`src/rtl/gcq_pkg.sv`:
```
package gcq_pkg;

    // Pulse-width filter states
    typedef enum logic [0:0] {
        FLT_HOLD  = 1'b0,
        FLT_COUNT = 1'b1
    } flt_state_e;

    // Gate command states
    typedef enum logic [1:0] {
        GATE_OFF    = 2'd0,
        GATE_ON     = 2'd1,
        GATE_FORCED = 2'd2
    } gate_state_e;

    // Channel indices of the qualified input vector
    localparam int CH_POS  = 0;
    localparam int CH_NEG  = 1;
    localparam int CH_RUN  = 2;
    localparam int NUM_CH  = 3;

    // Safe level each channel holds out of reset: pos low, neg high, shutdown active
    localparam logic [NUM_CH-1:0] CH_SAFE = 3'b010;

endpackage

```
`src/rtl/gcq_sync.sv`:
```
module gcq_sync #(
    parameter int   STAGES  = 2,
    parameter logic RST_VAL = 1'b0
) (
    input  logic clk,
    input  logic rst_n,
    input  logic d,
    output logic q
);

    logic [STAGES-1:0] chain;

    // First stage samples the asynchronous pin
    always_ff @(posedge clk or negedge rst_n) begin
        if (!rst_n) begin
            chain[0] <= RST_VAL;
        end else begin
            chain[0] <= d;
        end
    end

    // Remaining stages
    for (genvar g = 1; g < STAGES; g++) begin : g_stage
        always_ff @(posedge clk or negedge rst_n) begin
            if (!rst_n) begin
                chain[g] <= RST_VAL;
            end else begin
                chain[g] <= chain[g-1];
            end
        end
    end

    assign q = chain[STAGES-1];

endmodule

```
`src/rtl/gcq_filter.sv`:
```
module gcq_filter
    import gcq_pkg::*;
#(
    parameter int   LEN     = 4,
    parameter logic RST_VAL = 1'b0
) (
    input  logic clk,
    input  logic rst_n,
    input  logic s,
    output logic q
);

    localparam int CW = (LEN < 2) ? 1 : $clog2(LEN + 1);
    localparam logic [CW-1:0] LAST = CW'(LEN - 1);

    flt_state_e    state_q, state_d;
    logic [CW-1:0] cnt_q, cnt_d;
    logic          level_q, level_d;

    // State register
    always_ff @(posedge clk or negedge rst_n) begin
        if (!rst_n) begin
            state_q <= FLT_HOLD;
            cnt_q   <= '0;
            level_q <= RST_VAL;
        end else begin
            state_q <= state_d;
            cnt_q   <= cnt_d;
            level_q <= level_d;
        end
    end

    // Next state
    always_comb begin
        state_d = state_q;
        cnt_d   = cnt_q;
        level_d = level_q;
        unique case (state_q)
            FLT_HOLD: begin
                if (s != level_q) begin
                    if (LEN < 2) begin
                        level_d = s;
                    end else begin
                        state_d = FLT_COUNT;
                        cnt_d   = CW'(1);
                    end
                end
            end
            FLT_COUNT: begin
                if (s == level_q) begin
                    // run broken: drop the count
                    state_d = FLT_HOLD;
                    cnt_d   = '0;
                end else if (cnt_q == LAST) begin
                    level_d = s;
                    state_d = FLT_HOLD;
                    cnt_d   = '0;
                end else begin
                    cnt_d = cnt_q + 1'b1;
                end
            end
            default: begin
                state_d = FLT_HOLD;
                cnt_d   = '0;
            end
        endcase
    end

    // Output
    always_comb begin
        q = level_q;
    end

endmodule

```
`src/rtl/gcq_gate_fsm.sv`:
```
module gcq_gate_fsm
    import gcq_pkg::*;
(
    input  logic clk,
    input  logic rst_n,
    input  logic pos_q,
    input  logic neg_q,
    input  logic run_q,
    input  logic force_off,
    output logic gate_on
);

    gate_state_e state_q, state_d;
    logic        request;

    assign request = pos_q & ~neg_q & run_q;

    // State register
    always_ff @(posedge clk or negedge rst_n) begin
        if (!rst_n) begin
            state_q <= GATE_OFF;
        end else begin
            state_q <= state_d;
        end
    end

    // Next state
    always_comb begin
        state_d = state_q;
        if (force_off) begin
            state_d = GATE_FORCED;
        end else begin
            unique case (state_q)
                GATE_OFF:    if (request)  state_d = GATE_ON;
                GATE_ON:     if (!request) state_d = GATE_OFF;
                GATE_FORCED: state_d = GATE_OFF;
                default:     state_d = GATE_OFF;
            endcase
        end
    end

    // Output
    always_comb begin
        gate_on = (state_q == GATE_ON);
    end

endmodule

```
`src/rtl/gcq_top.sv`:
```
module gcq_top
    import gcq_pkg::*;
#(
    parameter int FILT_LEN    = 4,
    parameter int EN_FILT_LEN = 4,
    parameter int SYNC_STAGES = 2
) (
    input  logic clk,
    input  logic rst_n,
    input  logic in_pos,
    input  logic in_neg,
    input  logic shutdown_n,
    input  logic force_off,
    output logic gate_on
);

    logic [NUM_CH-1:0] raw_lvl;
    logic [NUM_CH-1:0] sync_lvl;
    logic [NUM_CH-1:0] flt_lvl;

    assign raw_lvl[CH_POS] = in_pos;
    assign raw_lvl[CH_NEG] = in_neg;
    assign raw_lvl[CH_RUN] = shutdown_n;

    for (genvar g = 0; g < NUM_CH; g++) begin : g_ch
        localparam int CH_LEN = (g == CH_RUN) ? EN_FILT_LEN : FILT_LEN;

        gcq_sync #(
            .STAGES  (SYNC_STAGES),
            .RST_VAL (CH_SAFE[g])
        ) u_sync (
            .clk   (clk),
            .rst_n (rst_n),
            .d     (raw_lvl[g]),
            .q     (sync_lvl[g])
        );

        gcq_filter #(
            .LEN     (CH_LEN),
            .RST_VAL (CH_SAFE[g])
        ) u_filt (
            .clk   (clk),
            .rst_n (rst_n),
            .s     (sync_lvl[g]),
            .q     (flt_lvl[g])
        );
    end

    gcq_gate_fsm u_gate (
        .clk       (clk),
        .rst_n     (rst_n),
        .pos_q     (flt_lvl[CH_POS]),
        .neg_q     (flt_lvl[CH_NEG]),
        .run_q     (flt_lvl[CH_RUN]),
        .force_off (force_off),
        .gate_on   (gate_on)
    );

endmodule

```
`config.mk`:
```
export PLATFORM = sky130hd
export DESIGN_NAME = gcq_top
export DESIGN_NICKNAME = d
export VERILOG_FILES = /design/src/rtl/gcq_pkg.sv /design/src/rtl/gcq_sync.sv /design/src/rtl/gcq_filter.sv /design/src/rtl/gcq_gate_fsm.sv /design/src/rtl/gcq_top.sv
export SDC_FILE = /design/constraint.sdc
export NUM_CORES = 1
export LEC_CHECK = 0
export ABC_AREA = 1
export BUFFER_PORTS_ARGS = -buffer_cell sky130_fd_sc_hd__buf_2
export CAP_MARGIN = 10
export CORE_MARGIN = 2
export CORE_UTILIZATION = 60
export CTS_CLUSTER_DIAMETER = 100
export DETAILED_ROUTE_END_ITERATION = 12
export PLACE_DENSITY = 0.84
export SETUP_SLACK_MARGIN = 0.1
export SYNTH_ARGS = -nofsm -noshare
export SYNTH_HDL_FRONTEND = slang
export SYNTH_SLANG_ARGS = --single-unit
```
`constraint.sdc`:
```
create_clock -name clk -period 1.83 [get_ports clk]
set_input_delay 0.183 -clock clk [delete_from_list [all_inputs] [get_ports clk]]
set_output_delay 0.183 -clock clk [all_outputs]
set_load 0.05 [all_outputs]
```
==> run_summary.xml, run 1 <==
<?xml version="1.0" encoding="UTF-8"?>
<metrics>
  <group name="cells_and_area">
    <metric name="most_common_library_cell_in_the_layout_ignoring_fill_and_taps" unit="">sky130_fd_sc_hd__nand2_1</metric>
    <metric name="final_cell_mix" unit="">sky130_fd_sc_hd__nand2_1, sky130_fd_sc_hd__dfrtp_1, sky130_fd_sc_hd__inv_1, sky130_fd_sc_hd__nand3_1, sky130_fd_sc_hd__inv_2</metric>
    <metric name="finish.net_count" unit="">141</metric>
    <metric name="final_layout_size_suffix_gt1_share" unit="%">22.90</metric>
    <metric name="filler_cell_count" unit="">118</metric>
    <metric name="finish.utilization" unit="%">73.43</metric>
    <metric name="final_cells" unit="">147</metric>
    <metric name="antenna_fix_cells" unit="">0</metric>
    <metric name="area_delta_synth_final" unit="%">12.00</metric>
  </group>
  <group name="yosys">
    <metric name="synth_area_leader_cell" unit="">sky130_fd_sc_hd__dfrtp_1</metric>
    <metric name="synth.avg_cell_area" unit="µm²">8.737</metric>
    <metric name="synthSimpleGateAreaFrac" unit="%">30.48</metric>
    <metric name="synth.area.top_cells" unit="">sky130_fd_sc_hd__dfrtp_1, sky130_fd_sc_hd__nand2_1, sky130_fd_sc_hd__dfstp_2, sky130_fd_sc_hd__nand3_1, sky130_fd_sc_hd__inv_1</metric>
    <metric name="synthesis.nets" unit="">126</metric>
    <metric name="syn_area" unit="µm²">1022</metric>
    <metric name="post_synth_inst_count" unit="">117</metric>
    <metric name="largest_family_of_logic_cells_by_synthesized_area" unit="">simple AND/OR/NAND/NOR gates</metric>
    <metric name="seq_area_frac_synth" unit="%">56.67</metric>
    <metric name="postSynthRegisterBits" unit="">23</metric>
    <metric name="yosysTopAreaCellShare" unit="%">48.96</metric>
    <metric name="multiplexer_share_of_the_synthesized_area" unit="%">0</metric>
    <metric name="synth-warning-count" unit="">0</metric>
    <metric name="synthAdderAreaFrac" unit="%">3.672</metric>
    <metric name="synth_xor_area_share" unit="%">0</metric>
    <metric name="synthDistinctLibCells" unit="">14</metric>
    <metric name="synth_compound_gate_area_share" unit="%">1.469</metric>
  </group>
  <group name="flow_run">
    <metric name="max_cap_viol_count" unit="">0</metric>
  </group>
  <group name="pwr">
    <metric name="power.net_switching" unit="µW">569.0</metric>
    <metric name="seq_power_share" unit="%">50.7</metric>
    <metric name="power_density" unit="nW/µm²">1305</metric>
    <metric name="power.static_leakage" unit="nW">0.6195</metric>
    <metric name="power.internal" unit="µW">925.2</metric>
    <metric name="switching_share" unit="%">38.08</metric>
    <metric name="report.power.total" unit="mW">1.494</metric>
    <metric name="vdd.ir_drop.worst" unit="µV">1102</metric>
    <metric name="comb_power_share" unit="%">34.7</metric>
    <metric name="clock_power_share" unit="%">14.6</metric>
  </group>
  <group name="sta">
    <metric name="min_period" unit="ps">1239</metric>
    <metric name="slew_headroom" unit="%">67.50</metric>
    <metric name="max_freq" unit="MHz">807.2</metric>
    <metric name="period_share" unit="%">67.70</metric>
    <metric name="report.final.hold_viol_count" unit="">0</metric>
    <metric name="tns" unit="ps">0</metric>
    <metric name="unrepaired_setup_endpoints_after_global_routing" unit="">false</metric>
    <metric name="timing.clock.skew" unit="ps">0.8133</metric>
    <metric name="tightestPinTransition" unit="ps">487.6</metric>
    <metric name="timing.final.setup_violations" unit="">0</metric>
    <metric name="timing.final.max_slew_violations" unit="">0</metric>
  </group>
  <group name="run_status">
    <metric name="status" unit="">complete, no violations</metric>
  </group>
  <group name="drt">
    <metric name="drt_first_iter_violations" unit="">14</metric>
    <metric name="route.antenna.remaining_nets" unit="">0</metric>
    <metric name="drc" unit="">0</metric>
    <metric name="drt_wl_total" unit="µm">1636</metric>
    <metric name="vias_per_cell" unit="">4.939</metric>
    <metric name="vias" unit="">726</metric>
    <metric name="routed_wire_length_per_instance" unit="µm">11.13</metric>
    <metric name="firstDrtPassIters" unit="">5</metric>
  </group>
  <group name="worst_setup_path">
    <metric name="worst-r2r-cell-count" unit="">5</metric>
    <metric name="critical_path.endpoint_type" unit="">output port</metric>
    <metric name="timing.critical_path.required" unit="ps">1650</metric>
    <metric name="critical_path_class" unit="">register to output port</metric>
    <metric name="ff2ff_setup_slack" unit="ps">790</metric>
    <metric name="critPathLaunchType" unit="">register</metric>
    <metric name="critical_path_data_arrival_time" unit="ps">1060</metric>
    <metric name="crit-reg2reg-capture" unit="">g_ch[2].u_filt.q</metric>
    <metric name="path_max_fanout" unit="">2</metric>
    <metric name="worstReg2RegStart" unit="">g_ch[2].u_filt.cnt_q[0]</metric>
  </group>
  <group name="clocking">
    <metric name="cts.sinks" unit="">23</metric>
    <metric name="cts-root-buf" unit="">sky130_fd_sc_hd__clkbuf_4</metric>
    <metric name="cts-buffers-inserted" unit="">3</metric>
    <metric name="clock_tree.htree_level_count" unit="">1</metric>
    <metric name="clock_insertion_delay_worst_skew" unit="ps">290</metric>
    <metric name="ctsLongestPathBuffers" unit="">2</metric>
    <metric name="worst_setup_hold_path_clk_slew" unit="ps">110</metric>
    <metric name="tritoncts_clock_tree" unit="">done</metric>
  </group>
  <group name="worst_hold_path">
    <metric name="worstHoldStart" unit="">g_ch[2].u_sync.chain[0]</metric>
    <metric name="worstHoldPathCells" unit="">0</metric>
    <metric name="hold_class" unit="">register to register</metric>
    <metric name="worst_hold_path.endpoint" unit="">g_ch[2].u_sync.q</metric>
  </group>
  <group name="floorplanning">
    <metric name="initial_utilization" unit="%">65.57</metric>
    <metric name="design.portCount" unit="">7</metric>
    <metric name="cell_rows" unit="">14</metric>
    <metric name="design.die.area" unit="µm²">2050</metric>
    <metric name="die_width" unit="µm">45.28</metric>
    <metric name="core" unit="µm²">1559</metric>
    <metric name="dieHeight" unit="µm">45.28</metric>
  </group>
  <group name="placement">
    <metric name="dp_hpwl" unit="µm">1258</metric>
    <metric name="place.detailed.instances" unit="">138</metric>
    <metric name="globalplace.congestion" unit="">0.7583</metric>
    <metric name="buffer_ports.inserted" unit="">6</metric>
  </group>
  <group name="global_route">
    <metric name="global_route.overflow_total" unit="">0</metric>
    <metric name="grt_antenna_before_repair" unit="">0</metric>
    <metric name="number_of_global_route_vias_before_repair" unit="">740</metric>
    <metric name="track_usage" unit="%">19.63</metric>
    <metric name="grt_max_degree" unit="">24</metric>
    <metric name="grt_first_pass_wirelength" unit="µm">2808</metric>
  </group>
</metrics>
-- flip-flops by register name (all words and copies together) (netlist names) --
signal / flops
g_ch.u_filt.state_q: 3
g_ch.u_filt.q: 3
u_gate.state_q: 2
g_ch.u_sync.chain: 3
g_ch.u_filt.cnt_q: 9
g_ch.u_sync.q: 3
-- area by class of cell --
type	instances	area, µm²	area share (%)
Multi-Input combinational cell	73	364.1	31.80
Tap cell	16	20.02	1.749
Inverter	20	75.07	6.557
Timing Repair Buffer	11	80.08	6.995
Clock buffer	4	26.28	2.295
Sequential cell	23	579.3	50.60
-- worst max-delay path, cell delays in order, from the launching register on --
cell and delay [ps]:
sky130_fd_sc_hd__dfrtp_1 410, sky130_fd_sc_hd__nor2_1 90, sky130_fd_sc_hd__buf_2 260
-- timing repair --
action                    4_1_cts  5_1_grt
setup buffers                   0        0
resized for setup               0        0
hold endpoints to repair       24        0
hold buffers                    5        0
-- layer usage --
metal / part of all wire [%] / GRT usage, %
met5: 0 / 0
met4: 0.79 / 4.706
met3: 3.4 / 6.400
met2: 54 / 36.86
met1: 41 / 20.97
-- stage by stage --
step | worst slack [ps] | area [µm²] | hold WS (ps)
global route | 474.5 | 1145 | 369.3
detailed placement | 794.0 | 1069 | 173.0
finish | 591.1 | 1145 | 362.6
floorplan | 627.5 | 1022 | -112.6
CTS | 575.3 | 1145 | 365.9
global placement | 859.9 | 1069 | 167.8
-- cells in the mapped netlist (all sizes together) --
cell	number
clkbuf	1
dfrtp	20
dfstp	3
ha	3
inv	20
nand2	43
nand3	12
nand3b	1
nor2	10
nor3	1
o21ai	3
-- cell families (layout without fill, tap and decap cells) --
kind of cell	Yosys count	after routing
AO/OA/AOI/OAI	3	3
adder cells (fa/ha/maj)	3	3
buffers and inverters	21	35
flip-flops	23	23
AND/OR/NAND/NOR	67	67
-- power by group through the flow --
stage | sequential [mW] | clock [mW] | combinational (mW)
finish | 0.758 | 0.218 | 0.518
global route | 0.775 | 0.248 | 0.598
CTS | 0.759 | 0.232 | 0.525
detailed placement | 0.769 | 0 | 0.515
global placement | 0.760 | 0 | 0.478
floorplan | 0.746 | 0 | 0.412
-- worst max path at each step --
stage / start / to / slack, ps / cells past startpoint
after floorplan: u_gate.state_q[1] / gate_on / 630 / 1
after global placement: g_ch[2].u_filt.cnt_q[0] / g_ch[2].u_filt.q / 860 / 5
after detailed placement: g_ch[2].u_filt.cnt_q[0] / g_ch[2].u_filt.q / 790 / 5
after CTS: u_gate.state_q[1] / gate_on / 580 / 2
after global routing: u_gate.state_q[1] / gate_on / 470 / 2
final: u_gate.state_q[1] / gate_on / 590 / 2
Power figures use the tool's default switching activity.
==> run 2, diff against run 1 <==
--- a/config.mk
+++ b/config.mk
@@ -5,14 +5,14 @@
 export SDC_FILE = /design/constraint.sdc
 export NUM_CORES = 1
 export LEC_CHECK = 0
-export ABC_AREA = 1
+export ABC_AREA = 0
 export BUFFER_PORTS_ARGS = -buffer_cell sky130_fd_sc_hd__buf_2
 export CAP_MARGIN = 10
 export CORE_MARGIN = 2
-export CORE_UTILIZATION = 60
+export CORE_UTILIZATION = 50
 export CTS_CLUSTER_DIAMETER = 100
 export DETAILED_ROUTE_END_ITERATION = 12
-export PLACE_DENSITY = 0.84
+export PLACE_DENSITY = 0.76
 export SETUP_SLACK_MARGIN = 0.1
 export SYNTH_ARGS = -nofsm -noshare
 export SYNTH_HDL_FRONTEND = slang
==> constraint.sdc (replaced) <==
create_clock -name clk -period 1.1 [get_ports clk]
set_input_delay 0.11 -clock clk [delete_from_list [all_inputs] [get_ports clk]]
set_output_delay 0.11 -clock clk [all_outputs]
set_load 0.05 [all_outputs]
==> run_summary.xml, run 2 <==
<?xml version="1.0" encoding="UTF-8"?>
<metrics>
  <group name="worst_hold_path">
    <metric name="hold_class" unit="">input port to asynchronous set/reset pin</metric>
  </group>
  <group name="floorplanning">
    <metric name="cell_rows" unit="">15</metric>
    <metric name="design.portCount" unit="">7</metric>
    <metric name="design.die.area" unit="µm²">2182</metric>
    <metric name="dieHeight" unit="µm">46.71</metric>
    <metric name="die_width" unit="µm">46.71</metric>
    <metric name="core" unit="µm²">1727</metric>
    <metric name="initial_utilization" unit="%">52.83</metric>
  </group>
  <group name="clocking">
    <metric name="tritoncts_clock_tree" unit="">done</metric>
    <metric name="clock_insertion_delay_worst_skew" unit="ps">310</metric>
    <metric name="cts-buffers-inserted" unit="">3</metric>
    <metric name="ctsLongestPathBuffers" unit="">2</metric>
    <metric name="worst_setup_hold_path_clk_slew" unit="ps">120</metric>
    <metric name="clock_tree.htree_level_count" unit="">1</metric>
    <metric name="cts.sinks" unit="">23</metric>
    <metric name="cts-root-buf" unit="">sky130_fd_sc_hd__clkbuf_4</metric>
  </group>
  <group name="pwr">
    <metric name="power_density" unit="nW/µm²">2349</metric>
    <metric name="vdd.ir_drop.worst" unit="µV">1422</metric>
    <metric name="power.static_leakage" unit="nW">0.6259</metric>
  </group>
  <group name="cells_and_area">
    <metric name="area_delta_synth_final" unit="%">45.27</metric>
    <metric name="final_layout_size_suffix_gt1_share" unit="%">54.21</metric>
    <metric name="largest_register_ffs" unit="">9</metric>
    <metric name="antenna_fix_cells" unit="">0</metric>
    <metric name="finish.utilization" unit="%">76.74</metric>
    <metric name="finish.net_count" unit="">117</metric>
    <metric name="registers.top_by_ff_count" unit="">g_ch.u_filt.cnt_q</metric>
    <metric name="filler_cell_count" unit="">117</metric>
    <metric name="final_cell_mix" unit="">sky130_fd_sc_hd__dfrtp_1, sky130_fd_sc_hd__buf_4</metric>
    <metric name="stdcell_area" unit="µm²">1325</metric>
    <metric name="most_common_library_cell_in_the_layout_ignoring_fill_and_taps" unit="">sky130_fd_sc_hd__dfrtp_1</metric>
  </group>
  <group name="sta">
    <metric name="report.final.hold_viol_count" unit="">0</metric>
    <metric name="max_freq" unit="MHz">790.4</metric>
    <metric name="timing.final.max_slew_violations" unit="">0</metric>
    <metric name="slew_headroom" unit="%">66.84</metric>
    <metric name="timing.clock.skew" unit="ps">0.8357</metric>
    <metric name="min_period" unit="ps">1265</metric>
    <metric name="timing.final.setup_violations" unit="">12</metric>
    <metric name="tightestPinTransition" unit="ps">497.4</metric>
    <metric name="unrepaired_setup_endpoints_after_global_routing" unit="">true</metric>
    <metric name="tns" unit="ps">-952.5</metric>
    <metric name="period_share" unit="%">115.0</metric>
    <metric name="final_critical_path_setup_slack" unit="ps">-165.2</metric>
  </group>
  <group name="yosys">
    <metric name="ys_top_cells_by_count" unit="">sky130_fd_sc_hd__dfrtp_1, sky130_fd_sc_hd__nand2_1, sky130_fd_sc_hd__o21a_1</metric>
    <metric name="synth-warning-count" unit="">0</metric>
    <metric name="synthArstFlopShare" unit="%">100.0</metric>
    <metric name="synth.area.top_cells" unit="">sky130_fd_sc_hd__dfrtp_1, sky130_fd_sc_hd__dfstp_2, sky130_fd_sc_hd__ha_1, sky130_fd_sc_hd__o21a_1, sky130_fd_sc_hd__mux2_2</metric>
    <metric name="synthesis.nets" unit="">80</metric>
    <metric name="seq_area_frac_synth" unit="%">63.51</metric>
    <metric name="synth_most_common_cell" unit="">sky130_fd_sc_hd__dfrtp_1</metric>
    <metric name="synthDistinctLibCells" unit="">27</metric>
    <metric name="synth_edf_count" unit="">0</metric>
    <metric name="synth_area_leader_cell" unit="">sky130_fd_sc_hd__dfrtp_1</metric>
    <metric name="post_synth_inst_count" unit="">71</metric>
    <metric name="postSynth.topFlopCell" unit="">sky130_fd_sc_hd__dfrtp_1</metric>
    <metric name="synth.avg_cell_area" unit="µm²">12.85</metric>
    <metric name="yosysTopAreaCellShare" unit="%">54.87</metric>
    <metric name="syn_area" unit="µm²">912.1</metric>
    <metric name="postSynthRegisterBits" unit="">23</metric>
  </group>
  <group name="worst_setup_path">
    <metric name="path_max_fanout" unit="">4</metric>
    <metric name="critPathLaunchType" unit="">register</metric>
    <metric name="crit_chain" unit="">ha_2, and2b_2, nand2_2, mux2_4</metric>
    <metric name="critical_path.endpoint_type" unit="">register</metric>
    <metric name="cp_num_cells" unit="">4</metric>
    <metric name="critPathTopFamily" unit="">flip-flops</metric>
    <metric name="timing.critical_path.required" unit="ps">1350</metric>
    <metric name="critical_path_data_arrival_time" unit="ps">1520</metric>
    <metric name="worst-r2r-cell-count" unit="">4</metric>
    <metric name="max_stage_delay" unit="ps">420</metric>
    <metric name="critical_path_class" unit="">register to register</metric>
    <metric name="cpMaxStageDelayCell" unit="">sky130_fd_sc_hd__dfrtp_1</metric>
    <metric name="worstPathBufferInverterCount" unit="">0</metric>
  </group>
  <group name="drt">
    <metric name="firstDrtPassIters" unit="">4</metric>
    <metric name="drc" unit="">0</metric>
    <metric name="routed_wire_length_per_instance" unit="µm">13.73</metric>
    <metric name="route.antenna.remaining_nets" unit="">0</metric>
    <metric name="vias_per_cell" unit="">4.811</metric>
    <metric name="vias" unit="">635</metric>
    <metric name="drt_wl_total" unit="µm">1812</metric>
    <metric name="drt_first_iter_violations" unit="">5</metric>
  </group>
  <group name="global_route">
    <metric name="grtUsageMet3" unit="%">2.353</metric>
    <metric name="grt_most_used_layer" unit="">met2</metric>
    <metric name="grt_max_degree" unit="">24</metric>
    <metric name="grt_first_pass_wirelength" unit="µm">2615</metric>
    <metric name="track_usage" unit="%">18.10</metric>
    <metric name="grt_use_met1" unit="%">22.67</metric>
    <metric name="global_route.overflow_total" unit="">0</metric>
    <metric name="number_of_global_route_vias_before_repair" unit="">594</metric>
    <metric name="grt_use_met2" unit="%">30.28</metric>
    <metric name="grt_antenna_before_repair" unit="">0</metric>
  </group>
  <group name="flow_run">
    <metric name="max_cap_viol_count" unit="">0</metric>
  </group>
  <group name="placement">
    <metric name="buffer_ports.inserted" unit="">6</metric>
    <metric name="dp_hpwl" unit="µm">973.2</metric>
    <metric name="place_area" unit="µm²">1076</metric>
    <metric name="globalplace.congestion" unit="">0.7079</metric>
  </group>
  <group name="run_status">
    <metric name="status" unit="">finished with violations</metric>
    <metric name="failing_checks" unit="">setup timing</metric>
  </group>
</metrics>
-- run 2: changes by cell type after synthesis, moves of 4 or more --
| cell | before | now |
|---|---|---|
| sky130_fd_sc_hd__inv_1 | 12 | 1 |
| sky130_fd_sc_hd__nor2_1 | 7 | 3 |
| sky130_fd_sc_hd__nand3_1 | 12 | 1 |
| sky130_fd_sc_hd__nand2_2 | 7 | 0 |
| sky130_fd_sc_hd__inv_2 | 8 | 0 |
| sky130_fd_sc_hd__o21a_1 | 0 | 5 |
| sky130_fd_sc_hd__nand2_1 | 36 | 7 |
-- run 2: path summary, 6_finish.rpt --
| path | from | endpoint | slack, ps |
|---|---|---|---|
| setup / recovery | g_ch[1].u_filt.cnt_q[1] | g_ch[1].u_filt.q | -170 |
| hold / removal | rst_n | g_ch[0].u_filt.state_q | 290 |
| min in group clk | g_ch[0].u_sync.chain[0] | g_ch[0].u_sync.q | 370 |
| setup reg to reg | g_ch[1].u_filt.cnt_q[1] | g_ch[1].u_filt.q | -170 |
| max in group asynchronous | rst_n | g_ch[1].u_sync.q | 450 |
| hold reg to reg | g_ch[0].u_sync.chain[0] | g_ch[0].u_sync.q | 370 |
-- run 2: cells by family (layout without fill, tap and decap cells) --
kind of cell | count (synthesis) | after routing | synth area share (%)
and+or+nand+nor | 22 | 22 | 13.44
adders and majority gates | 3 | 3 | 4.116
AOI/OAI and AO/OA | 14 | 14 | 9.740
xor gates and xnor gates | 4 | 4 | 4.665
muxes | 3 | 3 | 3.703
buffers and inverters | 2 | 38 | 0.8223
DFF | 23 | 23 | 63.51
-- run 2: what timing repair did --
action,CTS,global route
pin swaps,10,5
buffers inserted,6,9
hold buffers,5,0
resized for setup,12,8
setup endpoints to repair,15,16
hold endpoints to repair,24,0
-- run 2: layout make-up --
cell class	count	area [µm²]	share of cell area (%)
Sequential cell	23	579.3	43.72
Multi-Input combinational cell	46	416.7	31.44
Timing Repair Buffer	33	266.5	20.11
Tap cell	25	31.28	2.361
Clock buffer	3	22.52	1.700
Clock inverter	1	5.005	0.3777
Inverter	1	3.754	0.2833
-- run 2: stage by stage --
stage / worst slack, ps / power, mW / hold WS, ps / instances
after detailed placement: -107.7 / 2.260 / 106.0 / 109
after floorplan: -53.65 / 1.889 / -185.6 / 71
after global routing: -187.3 / 3.331 / 338.7 / 132
after CTS: -108.4 / 2.884 / 294.4 / 124
final: -165.2 / 3.112 / 291.2 / 132
after global placement: -67.12 / 2.212 / 101.0 / 109
-- run 2: layer usage --
layer  share of wire, %  vias to the layer above
met5                  0                        -
met1                 43                      316
li1                   -                      310
met3                1.6                        2
met4               0.66                        0
met2                 55                        7
-- run 2: where the power goes --
group | switching (mW) | internal, mW | total (mW)
registers | 0.218 | 1.08 | 1.30
clock network | 0.251 | 0.136 | 0.387
logic | 0.544 | 0.880 | 1.42
total | 1.01 | 2.10 | 3.11
